[config.mk]
export PLATFORM = sky130hd
export DESIGN_NAME = lane_mask_ctrl
export DESIGN_NICKNAME = d
export VERILOG_FILES = /design/src/rtl/lmc_pkg.sv /design/src/rtl/lmc_zero_detect.sv /design/src/rtl/lmc_mask_alu.sv /design/src/rtl/lmc_state_reg.sv /design/src/rtl/lane_mask_ctrl.sv
export SDC_FILE = /design/constraint.sdc
export NUM_CORES = 1
export LEC_CHECK = 0
export ABC_AREA = 1
export CORE_MARGIN = 4
export CORE_UTILIZATION = 50
export CTS_BUF_LIST = sky130_fd_sc_hd__clkbuf_8
export DETAILED_ROUTE_END_ITERATION = 10
export DONT_BUFFER_PORTS = 1
export HOLD_SLACK_MARGIN = 0.08
export PLACE_DENSITY_LB_ADDON = 0.1
export SYNTH_ARGS = -nofsm -noshare
export SYNTH_HDL_FRONTEND = slang
export SYNTH_SLANG_ARGS = --single-unit
export TNS_END_PERCENT = 30
[constraint.sdc]
create_clock -name clk -period 4.3 [get_ports clk]
set_clock_uncertainty 0.15 [all_clocks]
set_input_delay 0.43 -clock clk [delete_from_list [all_inputs] [get_ports clk]]
set_output_delay 0.43 -clock clk [all_outputs]
set_load 0.01 [all_outputs]
[src/rtl/lmc_pkg.sv]
package lmc_pkg;
  typedef enum logic [2:0] {
    OP_LOAD     = 3'd0,
    OP_OPEN     = 3'd1,
    OP_SWITCH   = 3'd2,
    OP_CLOSE    = 3'd3,
    OP_BRK      = 3'd4,
    OP_IF_BRK   = 3'd5,
    OP_ELSE_BRK = 3'd6,
    OP_LOOP     = 3'd7
  } lmc_op_e;
endpackage

[src/rtl/lmc_zero_detect.sv]
// Grouped all-zero detector: ORs each group of GROUP bits, then NORs the groups.
module lmc_zero_detect #(
  parameter int LANES = 64,
  parameter int GROUP = 8
) (
  input  logic [LANES-1:0] vec,
  output logic             is_zero
);
  localparam int NGRP = (LANES + GROUP - 1) / GROUP;
  localparam int PADW = NGRP * GROUP;

  logic [PADW-1:0] padded;
  logic [NGRP-1:0] grp_any;

  always_comb begin
    padded = '0;
    padded[LANES-1:0] = vec;
  end

  for (genvar g = 0; g < NGRP; g++) begin : g_grp
    assign grp_any[g] = |padded[g*GROUP +: GROUP];
  end

  assign is_zero = ~|grp_any;
endmodule

[src/rtl/lmc_mask_alu.sv]
// Combinational next-state computation for one mask operation.
module lmc_mask_alu
  import lmc_pkg::*;
#(
  parameter int LANES = 64
) (
  input  logic [2:0]       op,
  input  logic [LANES-1:0] cur_mask,
  input  logic [LANES-1:0] src,
  input  logic [LANES-1:0] acc,
  output logic [LANES-1:0] nxt_mask,
  output logic [LANES-1:0] nxt_saved,
  output logic             zero_op,
  output logic             loop_op
);
  logic [LANES-1:0] merged;

  always_comb begin
    merged    = cur_mask | src;
    nxt_mask  = cur_mask;
    nxt_saved = cur_mask;
    zero_op   = 1'b0;
    loop_op   = 1'b0;
    unique case (lmc_op_e'(op))
      OP_LOAD: nxt_mask = src;
      OP_OPEN: begin
        nxt_mask  = cur_mask & src;
        nxt_saved = cur_mask ^ (cur_mask & src);
        zero_op   = 1'b1;
      end
      OP_SWITCH: begin
        nxt_mask  = merged ^ cur_mask;
        zero_op   = 1'b1;
      end
      OP_CLOSE:               nxt_mask  = merged;
      OP_BRK:                 nxt_saved = cur_mask | acc;
      OP_IF_BRK, OP_ELSE_BRK: nxt_saved = src | acc;
      OP_LOOP: begin
        nxt_mask = cur_mask & ~src;
        loop_op  = 1'b1;
      end
      default: ;
    endcase
  end
endmodule

[src/rtl/lmc_state_reg.sv]
// Registered state: mask, saved result, flags and response strobe.
module lmc_state_reg #(
  parameter int LANES = 64
) (
  input  logic             clk,
  input  logic             rst,
  input  logic             load,
  input  logic [LANES-1:0] nxt_mask,
  input  logic [LANES-1:0] nxt_saved,
  input  logic             zero_op,
  input  logic             loop_op,
  input  logic             nxt_is_zero,
  output logic [LANES-1:0] mask_q,
  output logic [LANES-1:0] saved_q,
  output logic             zero_q,
  output logic             loop_q,
  output logic             vld_q
);
  always_ff @(posedge clk) begin
    if (rst) begin
      mask_q  <= '1;
      saved_q <= '0;
      zero_q  <= 1'b0;
      loop_q  <= 1'b0;
      vld_q   <= 1'b0;
    end else begin
      vld_q <= load;
      if (load) begin
        mask_q  <= nxt_mask;
        saved_q <= nxt_saved;
        zero_q  <= zero_op & nxt_is_zero;
        loop_q  <= loop_op & ~nxt_is_zero;
      end
    end
  end
endmodule

[src/rtl/lane_mask_ctrl.sv]
module lane_mask_ctrl #(
  parameter int LANES = 64,
  parameter int ZGROUP = 8
) (
  input  logic             clk,
  input  logic             rst,
  input  logic             req_valid,
  input  logic [2:0]       req_op,
  input  logic [LANES-1:0] req_src,
  input  logic [LANES-1:0] req_acc,
  output logic             rsp_valid,
  output logic [LANES-1:0] rsp_saved,
  output logic [LANES-1:0] exec_mask,
  output logic             mask_zero,
  output logic             loop_again
);
  logic [LANES-1:0] nxt_mask, nxt_saved;
  logic             zero_op, loop_op, nxt_is_zero;

  lmc_mask_alu #(.LANES(LANES)) u_alu (
    .op        (req_op),
    .cur_mask  (exec_mask),
    .src       (req_src),
    .acc       (req_acc),
    .nxt_mask  (nxt_mask),
    .nxt_saved (nxt_saved),
    .zero_op   (zero_op),
    .loop_op   (loop_op)
  );

  lmc_zero_detect #(.LANES(LANES), .GROUP(ZGROUP)) u_zdet (
    .vec     (nxt_mask),
    .is_zero (nxt_is_zero)
  );

  lmc_state_reg #(.LANES(LANES)) u_state (
    .clk         (clk),
    .rst         (rst),
    .load        (req_valid),
    .nxt_mask    (nxt_mask),
    .nxt_saved   (nxt_saved),
    .zero_op     (zero_op),
    .loop_op     (loop_op),
    .nxt_is_zero (nxt_is_zero),
    .mask_q      (exec_mask),
    .saved_q     (rsp_saved),
    .zero_q      (mask_zero),
    .loop_q      (loop_again),
    .vld_q       (rsp_valid)
  );
endmodule

# == Word level (Yosys, flattened, before mapping) ==
# Cells that the tools add are included.
# word_totals
ff_bits,131
in_bits,134
out_inout_bits,131
wordCells,31
# op_classes
n_eq_ne,7
muxes,4
n_bitwise,10
reduce_logical,5
# ops
op,count
case mux 64 bit (5 select lines),1
bitwise OR 64 bit,3
case mux 64 bit (3 select lines),1
AND 64 bit,2
bitwise XOR 64 bit,2
NOT 64 bit,1
OR reduction 64 bit,1
"== test 3 bit, second input constant",4
"== test 3 x 2 -> 1 bit, second input constant",2
OR reduction 2 bit,2
"== test 3 x 1 -> 1 bit, second input constant",1
zero test 3 bit,1
AND 1 bit,2
two-way mux 1 bit,2
zero test 1 bit,1

# == Longest topological paths before layout ==
# Gate-level depths: netlist of the first run.
# logic_depth
ltp_word,6
depth_mapped,16
mapped_depth_nobuf,14

# == Hierarchy ==
# Synthesis of the first run repeated with hierarchy kept, for this count alone.
# hier_totals
cells_unflattened,1751
area_unflattened_um2,9330.2
# modules_own_cells
mod,instances,cells_each,area_each_um2,seq_area_each_um2
lmc_mask_alu,1,1113,4655.7,0.0
lmc_state_reg,1,563,4366.7,2622.5
lmc_zero_detect,1,75,307.8,0.0

# == Worst setup path after synthesis of the first run ==
# OpenSTA, ideal clock, no wires.
# synth_timing
path_type,input port to flip-flop
from,input port req_op[0]
to,register u_state.loop_q
setup_ns,0.132
t_arrival_ns,1.866
t_required_ns,4.018
setup_slack_ns,2.152
cell_stages,15
n_path_buf,3
cell_sequence,buf_4 -> nor2_2 -> nor2_1 -> buf_4 -> buf_2 -> nand2_1 -> nand4_1 -> nor2_1 -> nand2_1 -> nor2_1 -> nand2_1 -> nor2_1 -> nand3_1 -> nand2_1 -> a21oi_1
# synth_via
elab_chain_cells,4
elab_cells_between_ends,9
classes_between,4 x eq/ne; 2 x mux; 1 x bitwise; 2 x reduce/logical
# synth_lines
item,line,source
"start, declared",lane_mask_ctrl.sv:8,"input logic [2:0] req_op,"
== test 3 bit (tied with other cells),lmc_mask_alu.sv:24,unique case (lmc_op_e'(op))
case mux 64 bit (5 select lines),lmc_mask_alu.sv:24,
OR reduction 64 bit,lmc_zero_detect.sv:24,assign is_zero = ~|grp_any;
AND 1 bit *,lmc_state_reg.sv:32,loop_q <= loop_op & ~nxt_is_zero;
"end signal, assigned",lmc_state_reg.sv:32,
"end, declared",lmc_state_reg.sv:16,"output logic loop_q,"
# Mark *: on every way between the ends. The rest lies on a longest branch, timed or not.
# A chain may end at the register's enable or synchronous reset.

# == Worst setup path after layout of the first run ==
# layout_timing
from,input port req_op[1]
to,register u_state.saved_q[19]
# layout_via
elab_chain_cells,3
elab_cells_between_ends,6
classes_between,4 x eq/ne; 1 x mux; 1 x reduce/logical
# layout_lines
item,line,source
== test 3 bit,lmc_mask_alu.sv:24,
OR reduction 2 bit,lmc_mask_alu.sv:24,
case mux 64 bit (3 select lines) *,lmc_mask_alu.sv:24,
"end signal, assigned",lmc_state_reg.sv:30,saved_q <= nxt_saved;
"end, declared",lmc_state_reg.sv:14,"output logic [LANES-1:0] saved_q,"
# Marked as above.

==> impl_metrics.tcl, run 1 <==
set metrics [dict create \
    status "finished, final reports clean" \
    die_width_um 144 \
    cts_tree "yes" \
    drt.antenna.violating_nets 0 \
    yosysTopAreaCell "dfxtp_1" \
    rsz0062_at_grt "no" \
    core_um2 18000 \
    wl_met2_um 15600 \
    crit_fanout 67 \
    power.density_nw_per_um2 343 \
    period_share_pct 69.4 \
    setup-violations-final 0 \
    cpMostUsedCell "nand2_2" \
    ys_seq_area_share_pct 28.6 \
    async_flop_share_pct 0 \
    antenna_found_initial 0 \
    yosys.area.top_type_share_pct 28.6 \
    drive_gt1_share_pct 4.03 \
    ys_ff_latch 131 \
    place_congestion 0.844 \
    die-area_um2 20600 \
    synthTopCellsByArea "dfxtp_1 29%, nand2_1 15%, a21oi_1 11%" \
    drv_cap 0 \
    drtIter0Drc 958 \
    synthToLayoutAreaGrowth_pct 6.79 \
    fin_area_um2 9800 \
    grt_pass1_wl_um 52000 \
    start_util_pct 50.9 \
    syn_avg_cell_area_um2 5.90 \
    grt_pass1_vias 9664 \
    dpl_cell_area_um2 9140 \
    syn_nets 1690 \
    clockBufferDepth 2 \
    ios 265 \
    yosysUniqueCellTypes 30 \
    finalCriticalPeriod_ns 2.98 \
    criticalPathCategory "in -> reg" \
    cts_made_buffers 17 \
    diodes 0 \
    grt_start_max_net_pins 123 \
    via_per_inst 6.02 \
    synth_edf_count 0 \
    peakVddDrop_mv 0.184 \
    worstPathArrival_ns 3.17 \
    hold_path_class "in -> reg" \
    routed.top_layer "met4" \
    rrSetupSlack_ns 2.22 \
    yosysWarnings 0 \
    yosysMostFrequentCell "nand2_1" \
    hold_slack_ns 0.103 \
    firstDrtPassIters 5 \
    fp-row-count 49 \
    wl_um 33500 \
    synth_ff_type "dfxtp_1" \
    drcViolationCount 0 \
    hold_violations 0 \
    cp-end-kind "flip-flop" \
    timing.fmax_mhz 335 \
    wire_per_inst_um 19.3 \
    ctsHtreeMaxLevel 4 \
    clk_latency_ns 0.45 \
    die_y_um 144 \
    vias 10488 \
    cts-resized-gates 0 \
    nets 1634 \
    power.leakage_nw 4.42 \
    clk_pin_slew_ns 0.08 \
    m1WireLength_um 13900 \
    cts_setup_buffers 0 \
    start_kind "primary input" \
    slowest_delay_ns 0.57 \
    gr-total-overflow 0 \
    maxSlewHeadroom_pct 28.9 \
    post-dp-hpwl_um 20400 \
    fin_tns_setup_ns 0 \
    syn_area_um2 9180 \
    drv_slew 0 \
    cpMaxStageDelayCell "dlygate4sd3_1" \
    required_ns 4.49 \
    root_buffer "clkbuf_8" \
    worst_pin_slew_ns 1.07 \
    grt_util_all_layers_pct 31.2 \
    crit_chain "nand2_2 > inv_2 > nor2_4 > nand2_2 > buf_4 > a21oi_1 > a41oi_1 > dlygate4sd3_1" \
    worst_slack_ns 1.32 \
    synthCells 1556 \
    io_buffers 0 \
    pre_cts_slack_ns 1.42 \
    clkSinkCount 131 \
    synth_common_cells "364 x nand2_1, 203 x a21oi_1, 179 x nor2_1" \
    met3_length_um 3170 \
]
[state kept, by name, summed over array words and instances (netlist names)]
signal           cells
u_state.mask_q      64
u_state.saved_q     64
u_state.loop_q       1
u_state.vld_q        1
u_state.zero_q       1
[where the power goes]
part           internal [W]  leakage (nW)  switching (W)
Sequential          0.00132          1.09       0.000188
Clock              0.000575         0.212       0.000515
Combinational      0.000273          3.12       0.000486
Total               0.00217          4.42        0.00119
[critical path, delay by kind of cell]
family,cells,cell delay [ns]
and+or+nand+nor,3,1.34
buffers and inverters,3,1.11
AOI/OAI and AO/OA,2,0.27
[logic make-up after synthesis]
group	count (synthesis)	share of synthesized area, %
DFF	131	28.6
buffers and inverters	228	9.96
AOI/OAI and AO/OA	459	28.3
and+or+nand+nor	738	33.2
[area by class of cell]
type	count	area, um^2
flip-flops and latches	131	2620
inverters	113	427
clock inverters	14	146
multi-input cells	1197	5670
repair buffers	40	405
well taps	229	287
clock buffers	18	248
fillers	1858	8220
[layer usage]
layer	vias to the layer above	track usage (%)
met5	-	0
met4	0	9.71
met3	60	7.59
met2	482	51.8
met1	4780	40.2
li1	5166	-
[what timing repair did]
action / CTS / global route
setup endpoints to repair: 0 / 0
hold endpoints to repair: 131 / 0
hold buffers: 23 / 0
[path summary, 6_finish.rpt]
| kind | cells after the start | start | endpoint |
|---|---|---|---|
| min reg2reg | 2 | u_state.zero_q | u_state.zero_q |
| max | 8 | req_op[1] | u_state.saved_q[19] |
| max reg2reg | 13 | u_state.mask_q[63] | u_state.loop_q |
| min | 4 | req_src[33] | u_state.mask_q[33] |
[metrics by stage]
stage / power [W] / instances / util, %
final: 0.00336 / 1742 / 54.4
after CTS: 0.00337 / 1742 / 54.4
after global placement: 0.00222 / 1687 / 50.7
after global routing: 0.00355 / 1742 / 54.4
after floorplan: 0.00208 / 1556 / -
after detailed placement: 0.00224 / 1687 / 50.7
[placed cells by master, fill, tap and decap left out, types with 3 or more instances in the layout]
| cell | instances |
|---|---|
| a22o_1 | 13 |
| clkinv_2 | 6 |
| dfxtp_1 | 131 |
| clkbuf_8 | 18 |
| a21oi_1 | 203 |
| o21ai_0 | 165 |
| buf_4 | 16 |
| nand2_2 | 3 |
| inv_2 | 4 |
| o211ai_1 | 28 |
| a32o_1 | 25 |
| nor3_1 | 4 |
| bufinv_16 | 3 |
| nand4_1 | 17 |
| inv_1 | 109 |
| o21ai_1 | 7 |
| nand3_1 | 168 |
| dlygate4sd3_1 | 21 |
| nor2_1 | 177 |
| nand2_1 | 362 |
| a41oi_1 | 7 |
| o32ai_1 | 3 |
| o21a_1 | 4 |
(Power assumes the default switching activity.)
==> run 2: changes to the inputs <==
==> constraint.sdc (replaced) <==
create_clock -name clk -period 2.6 [get_ports clk]
set_clock_uncertainty 0.15 [all_clocks]
set_input_delay 0.26 -clock clk [delete_from_list [all_inputs] [get_ports clk]]
set_output_delay 0.26 -clock clk [all_outputs]
set_load 0.01 [all_outputs]
==> run 2 against run 1 <==
Effect of this change: non-clock buffer count increased by 159; count of clock-buffer cells in the layout grew 2; die area is the same; routed wire length increased by 6.2%; critical endpoint is now u_state.loop_q; core utilization is 9.6 points higher; clock power is 72% higher; critical path type unchanged; power grew 78%; highest routed layer unchanged; worst hold slack better by 0.0020 ns; combinational power grew 110%; largest cell class unchanged.
==> impl_metrics.tcl, run 2 (synthesis gave the netlist of run 1 again) <==
set metrics [dict create \
    via_per_inst 5.97 \
    die_width_um 144 \
    fin_area_um2 11500 \
    critPathLaunch "req_src[63]" \
    top_regs "u_state.mask_q x64, u_state.saved_q x64" \
    status "finished, final reports clean" \
    crit_fanout 4 \
    grt_start_max_net_pins 126 \
    mostFrequentLayoutCell "nand2_1" \
    wire_per_inst_um 18.7 \
    clkSinkCount 131 \
    maxSlewHeadroom_pct 38.3 \
    finalCriticalPeriod_ns 2.50 \
    period_share_pct 96.3 \
    drcViolationCount 0 \
    drv_slew 0 \
    cp-end-kind "flip-flop" \
    drive_gt1_share_pct 6.76 \
    io_buffers 0 \
    ctsHtreeMaxLevel 4 \
    slowest_delay_ns 0.56 \
    fp-row-count 49 \
    final_cells 1902 \
    rsz0062_at_grt "no" \
    peakVddDrop_mv 0.304 \
    rr_startpoint "u_state.mask_q[63]" \
    criticalPathCategory "in -> reg" \
    worstPathArrival_ns 2.69 \
    timing.fmax_mhz 399 \
    cts_made_buffers 17 \
    firstDrtPassIters 6 \
    gr-total-overflow 0 \
    critPathTopFamily "buffers and inverters" \
    worst_pin_slew_ns 0.924 \
    critPathBufInv 3 \
    nets 1793 \
    dpl_cell_area_um2 9330 \
    required_ns 2.79 \
    mostFrequentLayoutCells "361 x nand2_1, 203 x a21oi_1, 176 x nor2_1, 168 x nand3_1, 165 x o21ai_0" \
    die_y_um 144 \
    crit_chain "dlygate4sd3_1 > inv_1 > nand2_1 > nand4_1 > nand3_1 > nor2_1 > nand2_1 > nor2_1 > nand2_1 > nor2_4 > nand3_1 > nand2_1 > a21oi_1 > dlygate4sd3_1" \
    start_util_pct 50.9 \
    multi_input_area_um2 5680 \
    core_um2 18000 \
    wl_um 35600 \
    grt_util_all_layers_pct 32.8 \
    antenna_found_initial 0 \
    post-dp-hpwl_um 21100 \
    clk_pin_slew_ns 0.08 \
    ios 265 \
    min_from "req_op[2]" \
    fillerInstances 1685 \
    place_congestion 0.842 \
    grt_pass1_wl_um 54600 \
    grt_pass1_vias 10493 \
    setup-violations-final 0 \
    drtIter0Drc 988 \
    fin_tns_setup_ns 0 \
    start_kind "primary input" \
    power.leakage_nw 5.14 \
    placed_cells 1703 \
    hold_violations 0 \
    die-area_um2 20600 \
    vias 11350 \
    drv_cap 0 \
    synthToLayoutAreaGrowth_pct 25.6 \
    power.density_nw_per_um2 517 \
    drt.antenna.violating_nets 0 \
    cts_tree "yes" \
    register_area_um2 2660 \
    cpMaxStageDelayCell "dlygate4sd3_1" \
    root_buffer "clkbuf_8" \
    clk_latency_ns 0.45 \
    cpMostUsedCell "nand2_1" \
    clockBufferDepth 2 \
    hold_path_class "in -> reg" \
]
-- run 2: cell count changes in the layout (fill, tap and decap cells not counted), sizes merged --
cell         delta
dlygate4sd3   +138
buf            +19
clkbuf          +4
clkinv          -1
diode           +1
inv             -1
-- run 2: report_power, final --
group	switching, W	internal (W)	total [W]
registers	0.000313	0.00219	0.00251
clock network	0.000866	0.00101	0.00188
logic	0.000916	0.000664	0.00158
-- run 2: worst paths after layout --
| check | end | slack [ns] | cells past startpoint |
|---|---|---|---|
| worst min-delay path | u_state.mask_q[45] | 0.10 | 6 |
| worst max register to register | u_state.loop_q | 0.11 | 14 |
| worst max-delay path | u_state.loop_q | 0.1 | 14 |
| worst min register to register | u_state.mask_q[60] | 0.41 | 2 |
-- run 2: routing by layer --
metal | vias up | wire length [um] | GRT usage (%) | part of all wire [%]
li1 | 5480 | - | - | -
met1 | 5186 | 14200 | 39.8 | 40
met2 | 620 | 16800 | 57.0 | 47
met3 | 64 | 3640 | 7.85 | 10
met4 | 0 | 922 | 11.1 | 2.6
met5 | - | 0 | 0 | 0
-- run 2: timing repair --
action,4_1_cts,5_1_grt
hold endpoints to repair,131,0
setup buffers,0,1
gates resized for setup,0,33
hold buffers,163,0
setup endpoints to repair,0,2
-- run 2: through the flow --
stage	power [W]	setup WS, ns	util (%)	hold slack [ns]
floorplan	0.00344	0.622	-	0.307
global placement	0.00371	0.287	51.7	0.191
detailed placement	0.00373	0.273	51.7	0.194
CTS	0.00594	0.0157	63.3	0.0805
global route	0.00628	0.00102	63.9	0.112
finish	0.00596	0.0967	64.0	0.105
-- run 2: area by class of cell --
class / instances / area share [%]
Clock inverter: 12 / 1.19
Multi-Input combinational cell: 1197 / 49.3
Antenna cell: 1 / 0.0217
Tap cell: 229 / 2.49
Timing Repair Buffer: 199 / 17.9
Clock buffer: 20 / 2.39
Sequential cell: 131 / 23.1
Inverter: 113 / 3.70
-- run 2: worst min-delay path: cells and delay by family --
kind / cells / cell delay (ns)
and+or+nand+nor: 5 / 0.35
AOI/OAI and AO/OA: 1 / 0.07
==> run 3: changes to the inputs <==
--- a/config.mk
+++ b/config.mk
@@ -11,6 +11,7 @@
 export CTS_BUF_LIST = sky130_fd_sc_hd__clkbuf_8
 export DETAILED_ROUTE_END_ITERATION = 10
 export DONT_BUFFER_PORTS = 1
+export GPL_TIMING_DRIVEN = 1
 export HOLD_SLACK_MARGIN = 0.08
 export PLACE_DENSITY_LB_ADDON = 0.1
 export SYNTH_ARGS = -nofsm -noshare
==> constraint.sdc (replaced) <==
create_clock -name clk -period 2.4 [get_ports clk]
set_clock_uncertainty 0.15 [all_clocks]
set_input_delay 0.24 -clock clk [delete_from_list [all_inputs] [get_ports clk]]
set_output_delay 0.24 -clock clk [all_outputs]
set_load 0.01 [all_outputs]
==> run 3 against run 2 <==
Effect of this change: non-clock buffer count is 26 lower; design area shrank 3.0%; largest cell class unchanged; critical path depth is 7 lower; sequential share of layout area grew 0.36 points; die area did not move; sequential cell count unchanged; worst setup slack got worse by 0.028 ns; via count shrank 1.6%; cell count down 1.5%.
==> impl_metrics.tcl, run 3 (synthesis gave the netlist of run 1 again) <==
set metrics [dict create \
    status "finished, final reports clean" \
    firstDrtPassIters 6 \
    drtIter0Drc 852 \
    post-dp-hpwl_um 21300 \
    mostFrequentLayoutCells "362 x nand2_1, 203 x a21oi_1, 177 x nor2_1, 168 x nand3_1, 165 x o21ai_0" \
    io_buffers 0 \
    power.leakage_nw 5.00 \
    fin_tns_setup_ns 0 \
    place_congestion 0.884 \
    power.total_w 0.00629 \
    ios 265 \
    die_y_um 144 \
    top_regs "u_state.mask_q x64, u_state.saved_q x64" \
    start_kind "primary input" \
    clkSinkCount 131 \
    clockBufferDepth 2 \
    die_width_um 144 \
    clk_pin_slew_ns 0.08 \
    crit_fanout 45 \
    power.density_nw_per_um2 562 \
    wire_per_inst_um 18.7 \
    finalCriticalPeriod_ns 2.33 \
    antenna_found_initial 1 \
    grt_pass1_wl_um 54700 \
    cts_tree "yes" \
    drive_gt1_share_pct 4.56 \
    dpl_cell_area_um2 9320 \
    via_per_inst 5.96 \
    worst_pin_slew_ns 0.951 \
    criticalPathCategory "in -> reg" \
    drv_slew 0 \
    die-area_um2 20600 \
    grt_start_max_net_pins 124 \
    setup-violations-final 0 \
    timing.fmax_mhz 429 \
    nets 1767 \
    grt_util_all_layers_pct 32.8 \
    synthToLayoutAreaGrowth_pct 21.8 \
    clk_latency_ns 0.45 \
    worstPathArrival_ns 2.56 \
    ctsHtreeMaxLevel 4 \
    start_util_pct 50.9 \
    root_buffer "clkbuf_8" \
    fin_area_um2 11200 \
    drt.antenna.violating_nets 0 \
    mostFrequentLayoutCell "nand2_1" \
    cts-resized-gates 0 \
    period_share_pct 97.1 \
    peakVddDrop_mv 0.367 \
    maxSlewHeadroom_pct 36.5 \
    cts_setup_buffers 0 \
    cts_made_buffers 17 \
    hold_path_class "in -> reg" \
    rsz0062_at_grt "no" \
    fp-row-count 49 \
    gr-total-overflow 0 \
    cp-end-kind "flip-flop" \
    fillerInstances 1734 \
    grt_pass1_vias 10381 \
    core_um2 18000 \
    hold_violations 0 \
    drv_cap 0 \
    vias 11170 \
    required_ns 2.63 \
    fin_util_pct 62.0 \
    hold_slack_ns 0.113 \
    drcViolationCount 0 \
    wl_um 35100 \
]
## run 3: changes by cell type in the layout (fill, tap and decap cells not counted), moves of 4 or more
cell	change
dlygate4sd3_1	-22
dfxtp_1	+28
dfxtp_2	-26
clkinv_2	-4
## run 3: through the flow
step                setup slack, ns  std cells
floorplan                     0.442       1556
global placement              0.222       1702
detailed placement            0.157       1702
CTS                          0.0639       1873
global route                0.00888       1873
finish                       0.0691       1873
## run 3: power breakdown
group | leakage (nW) | switching [W] | internal, W | total, W
registers | 1.09 | 0.000342 | 0.00237 | 0.00271
logic | 3.70 | 0.000979 | 0.000658 | 0.00164
clock network | 0.206 | 0.000908 | 0.00103 | 0.00194
## run 3: critical path: stages
cell and delay, ns:
dlygate4sd3_1 0.59, buf_12 0.22, inv_2 0.34, buf_12 0.28, o21ai_0 0.13, a41oi_1 0.17, dlygate4sd3_1 0.57
## run 3: metal layers
layer | global-route usage (%) | routed length [um] | vias up
li1 | - | - | 5433
met1 | 41.3 | 14300 | 5131
met2 | 55.4 | 16500 | 538
met3 | 7.79 | 3350 | 68
met4 | 11.0 | 881 | 0
met5 | 0 | 0 | -
## run 3: timing repair
action / in CTS / in global routing
endpoints found under the hold margin: 131 / 0
setup endpoints to repair: 0 / 1
hold buffers: 142 / 0
## run 3: final cells by class
type	count	area, um^2	area share [%]
antenna	1	2.50	0.0224
clock inverter	7	83.8	0.750
sequential	131	2620	23.5
clock buffer	22	303	2.71
inverter	113	427	3.82
tap	229	287	2.56
timing repair buffer	173	1790	16.0
multi-input combinational	1197	5670	50.7
## run 3: path summary, 6_finish.rpt
check,start,to,slack [ns],cells after the start
hold / removal,req_op[1],u_state.mask_q[8],0.11,5
setup reg to reg,u_state.mask_q[63],u_state.loop_q,0.37,13
setup / recovery,rst,u_state.saved_q[19],0.07,7
hold reg to reg,u_state.loop_q,u_state.loop_q,0.40,2
